$ cat config.mk
export PLATFORM = sky130hd
export DESIGN_NAME = dac_serial_loader
export DESIGN_NICKNAME = d
export VERILOG_FILES = /design/src/rtl/dac_loader_pkg.sv /design/src/rtl/dac_ld_sync.sv /design/src/rtl/dac_ld_front.sv /design/src/rtl/dac_ld_bank.sv /design/src/rtl/dac_serial_loader.sv
export SDC_FILE = /design/constraint.sdc
export NUM_CORES = 1
export LEC_CHECK = 0
export ABC_AREA = 1
export BUFFER_PORTS_ARGS = -buffer_cell sky130_fd_sc_hd__buf_2
export CAP_MARGIN = 10
export CORE_ASPECT_RATIO = 0.75
export CORE_UTILIZATION = 40
export CTS_BUF_LIST = sky130_fd_sc_hd__clkbuf_8 sky130_fd_sc_hd__clkbuf_16
export DETAILED_ROUTE_END_ITERATION = 16
export GPL_ROUTABILITY_DRIVEN = 1
export PLACE_DENSITY = 0.61
export SLEW_MARGIN = 20
export SYNTH_ARGS = -nofsm -noshare
export SYNTH_HDL_FRONTEND = slang
export SYNTH_HIERARCHICAL = 1
export SYNTH_SLANG_ARGS = --single-unit
$ cat constraint.sdc
create_clock -name clk_i -period 3.7 [get_ports clk_i]
set_input_delay 1.11 -clock clk_i [delete_from_list [all_inputs] [get_ports clk_i]]
set_output_delay 1.11 -clock clk_i [all_outputs]
set_load 0.01 [all_outputs]
$ cat src/rtl/dac_loader_pkg.sv
package dac_loader_pkg;
    // Fixed frame geometry; the address sits in the first-shifted bits.
    localparam int FRAME_W  = 16;
    localparam int ADDR_W   = 4;
    localparam int ADDR_LSB = FRAME_W - ADDR_W;
    localparam logic [ADDR_W-1:0] ADDR_ALL = 4'hF;
    // Bit positions of the resynchronized interface bundle.
    localparam int SIG_DIN = 0;
    localparam int SIG_SCK = 1;
    localparam int SIG_CS  = 2;
    localparam int SIG_N   = 3;
endpackage

$ cat src/rtl/dac_ld_sync.sv
module dac_ld_sync #(
    parameter int              WIDTH   = 3,
    parameter int              STAGES  = 2,
    parameter logic [WIDTH-1:0] RST_VAL = '0
) (
    input  logic             clk_i,
    input  logic             rst_ni,
    input  logic [WIDTH-1:0] async_i,
    output logic [WIDTH-1:0] sync_o
);
    typedef struct packed {
        logic [STAGES-1:0][WIDTH-1:0] pipe;
    } sync_t;

    sync_t state_d, state_q;

    always_comb begin
        state_d = state_q;
        state_d.pipe[0] = async_i;
        for (int s = 1; s < STAGES; s++) begin
            state_d.pipe[s] = state_q.pipe[s-1];
        end
    end

    always_ff @(posedge clk_i or negedge rst_ni) begin
        if (!rst_ni) begin
            state_q.pipe <= {STAGES{RST_VAL}};
        end else begin
            state_q <= state_d;
        end
    end

    assign sync_o = state_q.pipe[STAGES-1];
endmodule

$ cat src/rtl/dac_ld_front.sv
module dac_ld_front
    import dac_loader_pkg::*;
(
    input  logic               clk_i,
    input  logic               rst_ni,
    input  logic               sck_s_i,
    input  logic               cs_s_i,
    input  logic               din_s_i,
    output logic               shift_fire_o,
    output logic               load_fire_o,
    output logic [FRAME_W-1:0] word_o,
    output logic               dout_o
);
    typedef struct packed {
        logic               sck_prev;
        logic               cs_prev;
        logic [FRAME_W-1:0] sr;
    } front_t;

    localparam front_t FRONT_RST = '{sck_prev: 1'b0, cs_prev: 1'b1, sr: '0};

    front_t state_d, state_q;
    logic   sck_rise;
    logic   cs_rise;

    always_comb begin
        sck_rise = sck_s_i & ~state_q.sck_prev;
        cs_rise  = cs_s_i & ~state_q.cs_prev;

        state_d          = state_q;
        state_d.sck_prev = sck_s_i;
        state_d.cs_prev  = cs_s_i;
        // Shift only while selected; edges with select high are dropped.
        if (sck_rise && !cs_s_i) begin
            state_d.sr = {state_q.sr[FRAME_W-2:0], din_s_i};
        end
    end

    always_ff @(posedge clk_i or negedge rst_ni) begin
        if (!rst_ni) begin
            state_q <= FRONT_RST;
        end else begin
            state_q <= state_d;
        end
    end

    assign shift_fire_o = sck_rise & ~cs_s_i;
    assign load_fire_o  = cs_rise;
    assign word_o       = state_q.sr;
    assign dout_o       = state_q.sr[FRAME_W-1];
endmodule

$ cat src/rtl/dac_ld_bank.sv
module dac_ld_bank
    import dac_loader_pkg::*;
#(
    parameter  int CODE_W = 8,
    parameter  int NUM_CH = 8,
    localparam int IDX_W  = (NUM_CH > 1) ? $clog2(NUM_CH) : 1
) (
    input  logic                     clk_i,
    input  logic                     rst_ni,
    input  logic                     load_i,
    input  logic [ADDR_W-1:0]        addr_i,
    input  logic [CODE_W-1:0]        code_i,
    output logic [NUM_CH*CODE_W-1:0] codes_o,
    output logic                     upd_stb_o,
    output logic [IDX_W-1:0]         upd_idx_o,
    output logic                     upd_all_o
);
    typedef struct packed {
        logic [NUM_CH-1:0][CODE_W-1:0] codes;
        logic                          stb;
        logic [IDX_W-1:0]              idx;
        logic                          all;
    } bank_t;

    bank_t             state_d, state_q;
    logic              is_all;
    logic [NUM_CH-1:0] wr_sel;

    assign is_all = (addr_i == ADDR_ALL);

    for (genvar c = 0; c < NUM_CH; c++) begin : g_sel
        assign wr_sel[c] = load_i && (is_all || (addr_i == ADDR_W'(c + 1)));
    end

    always_comb begin
        state_d     = state_q;
        state_d.stb = 1'b0;
        for (int c = 0; c < NUM_CH; c++) begin
            if (wr_sel[c]) begin
                state_d.codes[c] = code_i;
            end
        end
        if (|wr_sel) begin
            state_d.stb = 1'b1;
            state_d.all = is_all;
            state_d.idx = is_all ? '0 : IDX_W'(addr_i - ADDR_W'(1));
        end
    end

    always_ff @(posedge clk_i or negedge rst_ni) begin
        if (!rst_ni) begin
            state_q <= '0;
        end else begin
            state_q <= state_d;
        end
    end

    assign codes_o   = state_q.codes;
    assign upd_stb_o = state_q.stb;
    assign upd_idx_o = state_q.idx;
    assign upd_all_o = state_q.all;
endmodule

$ cat src/rtl/dac_serial_loader.sv
module dac_serial_loader
    import dac_loader_pkg::*;
#(
    parameter  int CODE_W      = 8,
    parameter  int NUM_CH      = 8,
    parameter  int SYNC_STAGES = 2,
    localparam int IDX_W       = (NUM_CH > 1) ? $clog2(NUM_CH) : 1
) (
    input  logic                     clk_i,
    input  logic                     rst_ni,
    input  logic                     sck_i,
    input  logic                     cs_ld_i,
    input  logic                     din_i,
    output logic                     dout_o,
    output logic [NUM_CH*CODE_W-1:0] codes_o,
    output logic                     upd_stb_o,
    output logic [IDX_W-1:0]         upd_idx_o,
    output logic                     upd_all_o
);
    localparam int CODE_MSB = ADDR_LSB - 1;
    localparam logic [SIG_N-1:0] SYNC_RST = SIG_N'(1) << SIG_CS;

    logic [SIG_N-1:0]   pins_raw;
    logic [SIG_N-1:0]   pins_s;
    logic               shift_fire;
    logic               load_fire;
    logic [FRAME_W-1:0] frame_word;

    always_comb begin
        pins_raw          = '0;
        pins_raw[SIG_DIN] = din_i;
        pins_raw[SIG_SCK] = sck_i;
        pins_raw[SIG_CS]  = cs_ld_i;
    end

    dac_ld_sync #(
        .WIDTH   (SIG_N),
        .STAGES  (SYNC_STAGES),
        .RST_VAL (SYNC_RST)
    ) sync_i (
        .clk_i   (clk_i),
        .rst_ni  (rst_ni),
        .async_i (pins_raw),
        .sync_o  (pins_s)
    );

    dac_ld_front front_i (
        .clk_i        (clk_i),
        .rst_ni       (rst_ni),
        .sck_s_i      (pins_s[SIG_SCK]),
        .cs_s_i       (pins_s[SIG_CS]),
        .din_s_i      (pins_s[SIG_DIN]),
        .shift_fire_o (shift_fire),
        .load_fire_o  (load_fire),
        .word_o       (frame_word),
        .dout_o       (dout_o)
    );

    dac_ld_bank #(
        .CODE_W (CODE_W),
        .NUM_CH (NUM_CH)
    ) bank_i (
        .clk_i     (clk_i),
        .rst_ni    (rst_ni),
        .load_i    (load_fire),
        .addr_i    (frame_word[FRAME_W-1:ADDR_LSB]),
        .code_i    (frame_word[CODE_MSB -: CODE_W]),
        .codes_o   (codes_o),
        .upd_stb_o (upd_stb_o),
        .upd_idx_o (upd_idx_o),
        .upd_all_o (upd_all_o)
    );
endmodule

==> metrics <==
status finished clean; Sink Count 93; Fin. Hold Viols 0; most frequent cells in the layout nand2_1 (110), dfrtp_1 (90), buf_2 (73), o21ai_1 (31), o21ai_0 (18); vias in the first global route 2469; post-synthesis cell area 0.00383 mm^2; antenna diode count 0; syn nets 374; Port Buffers 74; NumNets Final 435; Power Density 455 mW/mm^2; worst hold path type register to register; CP Data Required Time 2590 ps; crit path capture type primary output; GR Util All Layers 17.7%; Non-Filler Instances 563; post-CTS sizing 0; DRC Markers 0; Avg Inst Size Synth 10.4 um^2; Max-Cap Viols 0; internal power 0.00155 W; clk_skew 6.33 ps; routed vias/inst 4.65; Final Max Slew Viols 0; delay-heaviest family, CP flip-flops; Root Driver clkbuf_16; starting DRC count in detailed routing 137; die height 86.8 um; Crit. Startpoint front_i/word_o[15]$_DFFE_PN0P_; met2 wire len 3.51 mm; I/O Pins 75; Leak 2.41 nW; global route overflow 0; H-Tree Depth 3; fin worst setup slack 1620 ps; DR WL met3 509 um; vias 2620; Chip Width 115 um; Worst R2R Start sync_i/sync_o[2]$_DFF_PN1_; synth warn 6; post-DP HPWL 5.53 mm; crit-path max FO 6; DRT antenna net count 0; Comb power frac 5.5%; Post-CTS Setup Inserts 0; drt pass-1 iters 4; DIE AREA 0.00998 mm^2; Post-CTS Hold Fix Bufs 0; Switching Share 23.4%; CP Buf/Inv Count 1; # fillers 898; Slew headroom 56.3%; met1 wire length 3.97 mm; initial antenna violation count 0; pre-CTS WS 1770 ps; largest net degree at the start of global routing 52; CP Class register to primary output; Slowest-stage cell, CP dfrtp_1; Slew @ Worst Pin 656 ps; Fmax 480 MHz; share of cells above drive strength 1 32.4%; GP Congestion 0.807; worst vdd ir 0.000240 V; switching pwr 0.000472 W; CTS tree done; Synth Instances 369; hold path start sync_i/state_d[4]$_DFF_PN0_; Longest Clk Path Bufs 2; CP cell instances buf_2; worst path arrival time 970 ps; core footprint 0.00916 mm^2; minimum clock period 2080 ps; first-pass GRT wire length 13.0 mm; DP Area 0.00416 mm^2; unrepaired setup endpoints after global routing no; starting density of the core 41.8%; commonest non-fill, non-tap cell in the layout nand2_1; Clk Latency, worst-skew pair 340 ps; fin crit share 56.3%; total CTS buffers 9; Hold Slack 351 ps; startpoint types register; Setup TNS 0 ps; Clock power frac 41.8%; Area Overhead vs Synth 15.9%; clock slew at reported path FFs 60 ps; Placed Cells 547; CP max stage delay 460 ps; Cell Rows 30; endpoints failing setup 0; DR WL/cell 14.4 um; sequential power share 52.6%; WL final 8.09 mm; fin area 0.00444 mm^2; Highest Signal Layer met4
-- state kept, by name, indices dropped and copies added (netlist names) --
| name | cells |
|---|---|
| front_i/state_q | 2 |
| sync_i/state_d | 3 |
| bank_i/upd_all_o | 1 |
| bank_i/upd_stb_o | 1 |
| sync_i/sync_o | 3 |
| bank_i/codes_o | 64 |
| front_i/word_o | 16 |
| bank_i/upd_idx_o | 3 |
-- worst paths after layout --
check	end	slack, ps	cells past startpoint
setup / recovery	dout_o	1620	1
hold / removal	sync_i/sync_o[1]$_DFF_PN0_	350	0
setup reg to reg	bank_i/upd_idx_o[2]$_DFFE_PN0P_	1880	9
hold reg to reg	sync_i/sync_o[1]$_DFF_PN0_	350	0
max in group asynchronous	sync_i/sync_o[2]$_DFF_PN1_	2170	2
min in group asynchronous	bank_i/codes_o[4]$_DFFE_PN0P_	800	1
-- power by group through the flow --
stage | combinational [W] | clock, W | sequential [W]
6_report | 0.000111 | 0.000845 | 0.00106
5_1_grt | 0.000124 | 0.000904 | 0.00107
4_1_cts | 0.000114 | 0.000871 | 0.00106
3_5_place_dp | 0.000114 | 0 | 0.00108
3_3_place_gp | 0.000113 | 0 | 0.00108
2_1_floorplan | 0.0000778 | 0 | 0.00108
-- metrics by stage --
| step | total power (W) | util [%] |
|---|---|---|
| 3_5_place_dp | 0.00120 | 45.4 |
| 4_1_cts | 0.00205 | 48.5 |
| 3_3_place_gp | 0.00119 | 45.4 |
| 2_1_floorplan | 0.00115 | - |
| 6_report | 0.00202 | 48.5 |
| 5_1_grt | 0.00209 | 48.5 |
-- metal layers --
metal	GRT usage, %	vias to the layer above
met5	0	-
li1	-	1320
met2	26.1	58
met4	5.67	0
met1	24.4	1232
met3	6.29	10
-- cell type report --
cell class / instances / area [um^2] / area share (%)
clock buffers: 11 / 253 / 5.69
clock inverters: 5 / 26.3 / 0.592
inverters: 20 / 75.1 / 1.69
multi-input cells: 230 / 1190 / 26.9
flip-flops and latches: 93 / 2330 / 52.5
well taps: 128 / 160 / 3.61
repair buffers: 76 / 400 / 9.02
Power figures use the tool's default switching activity.
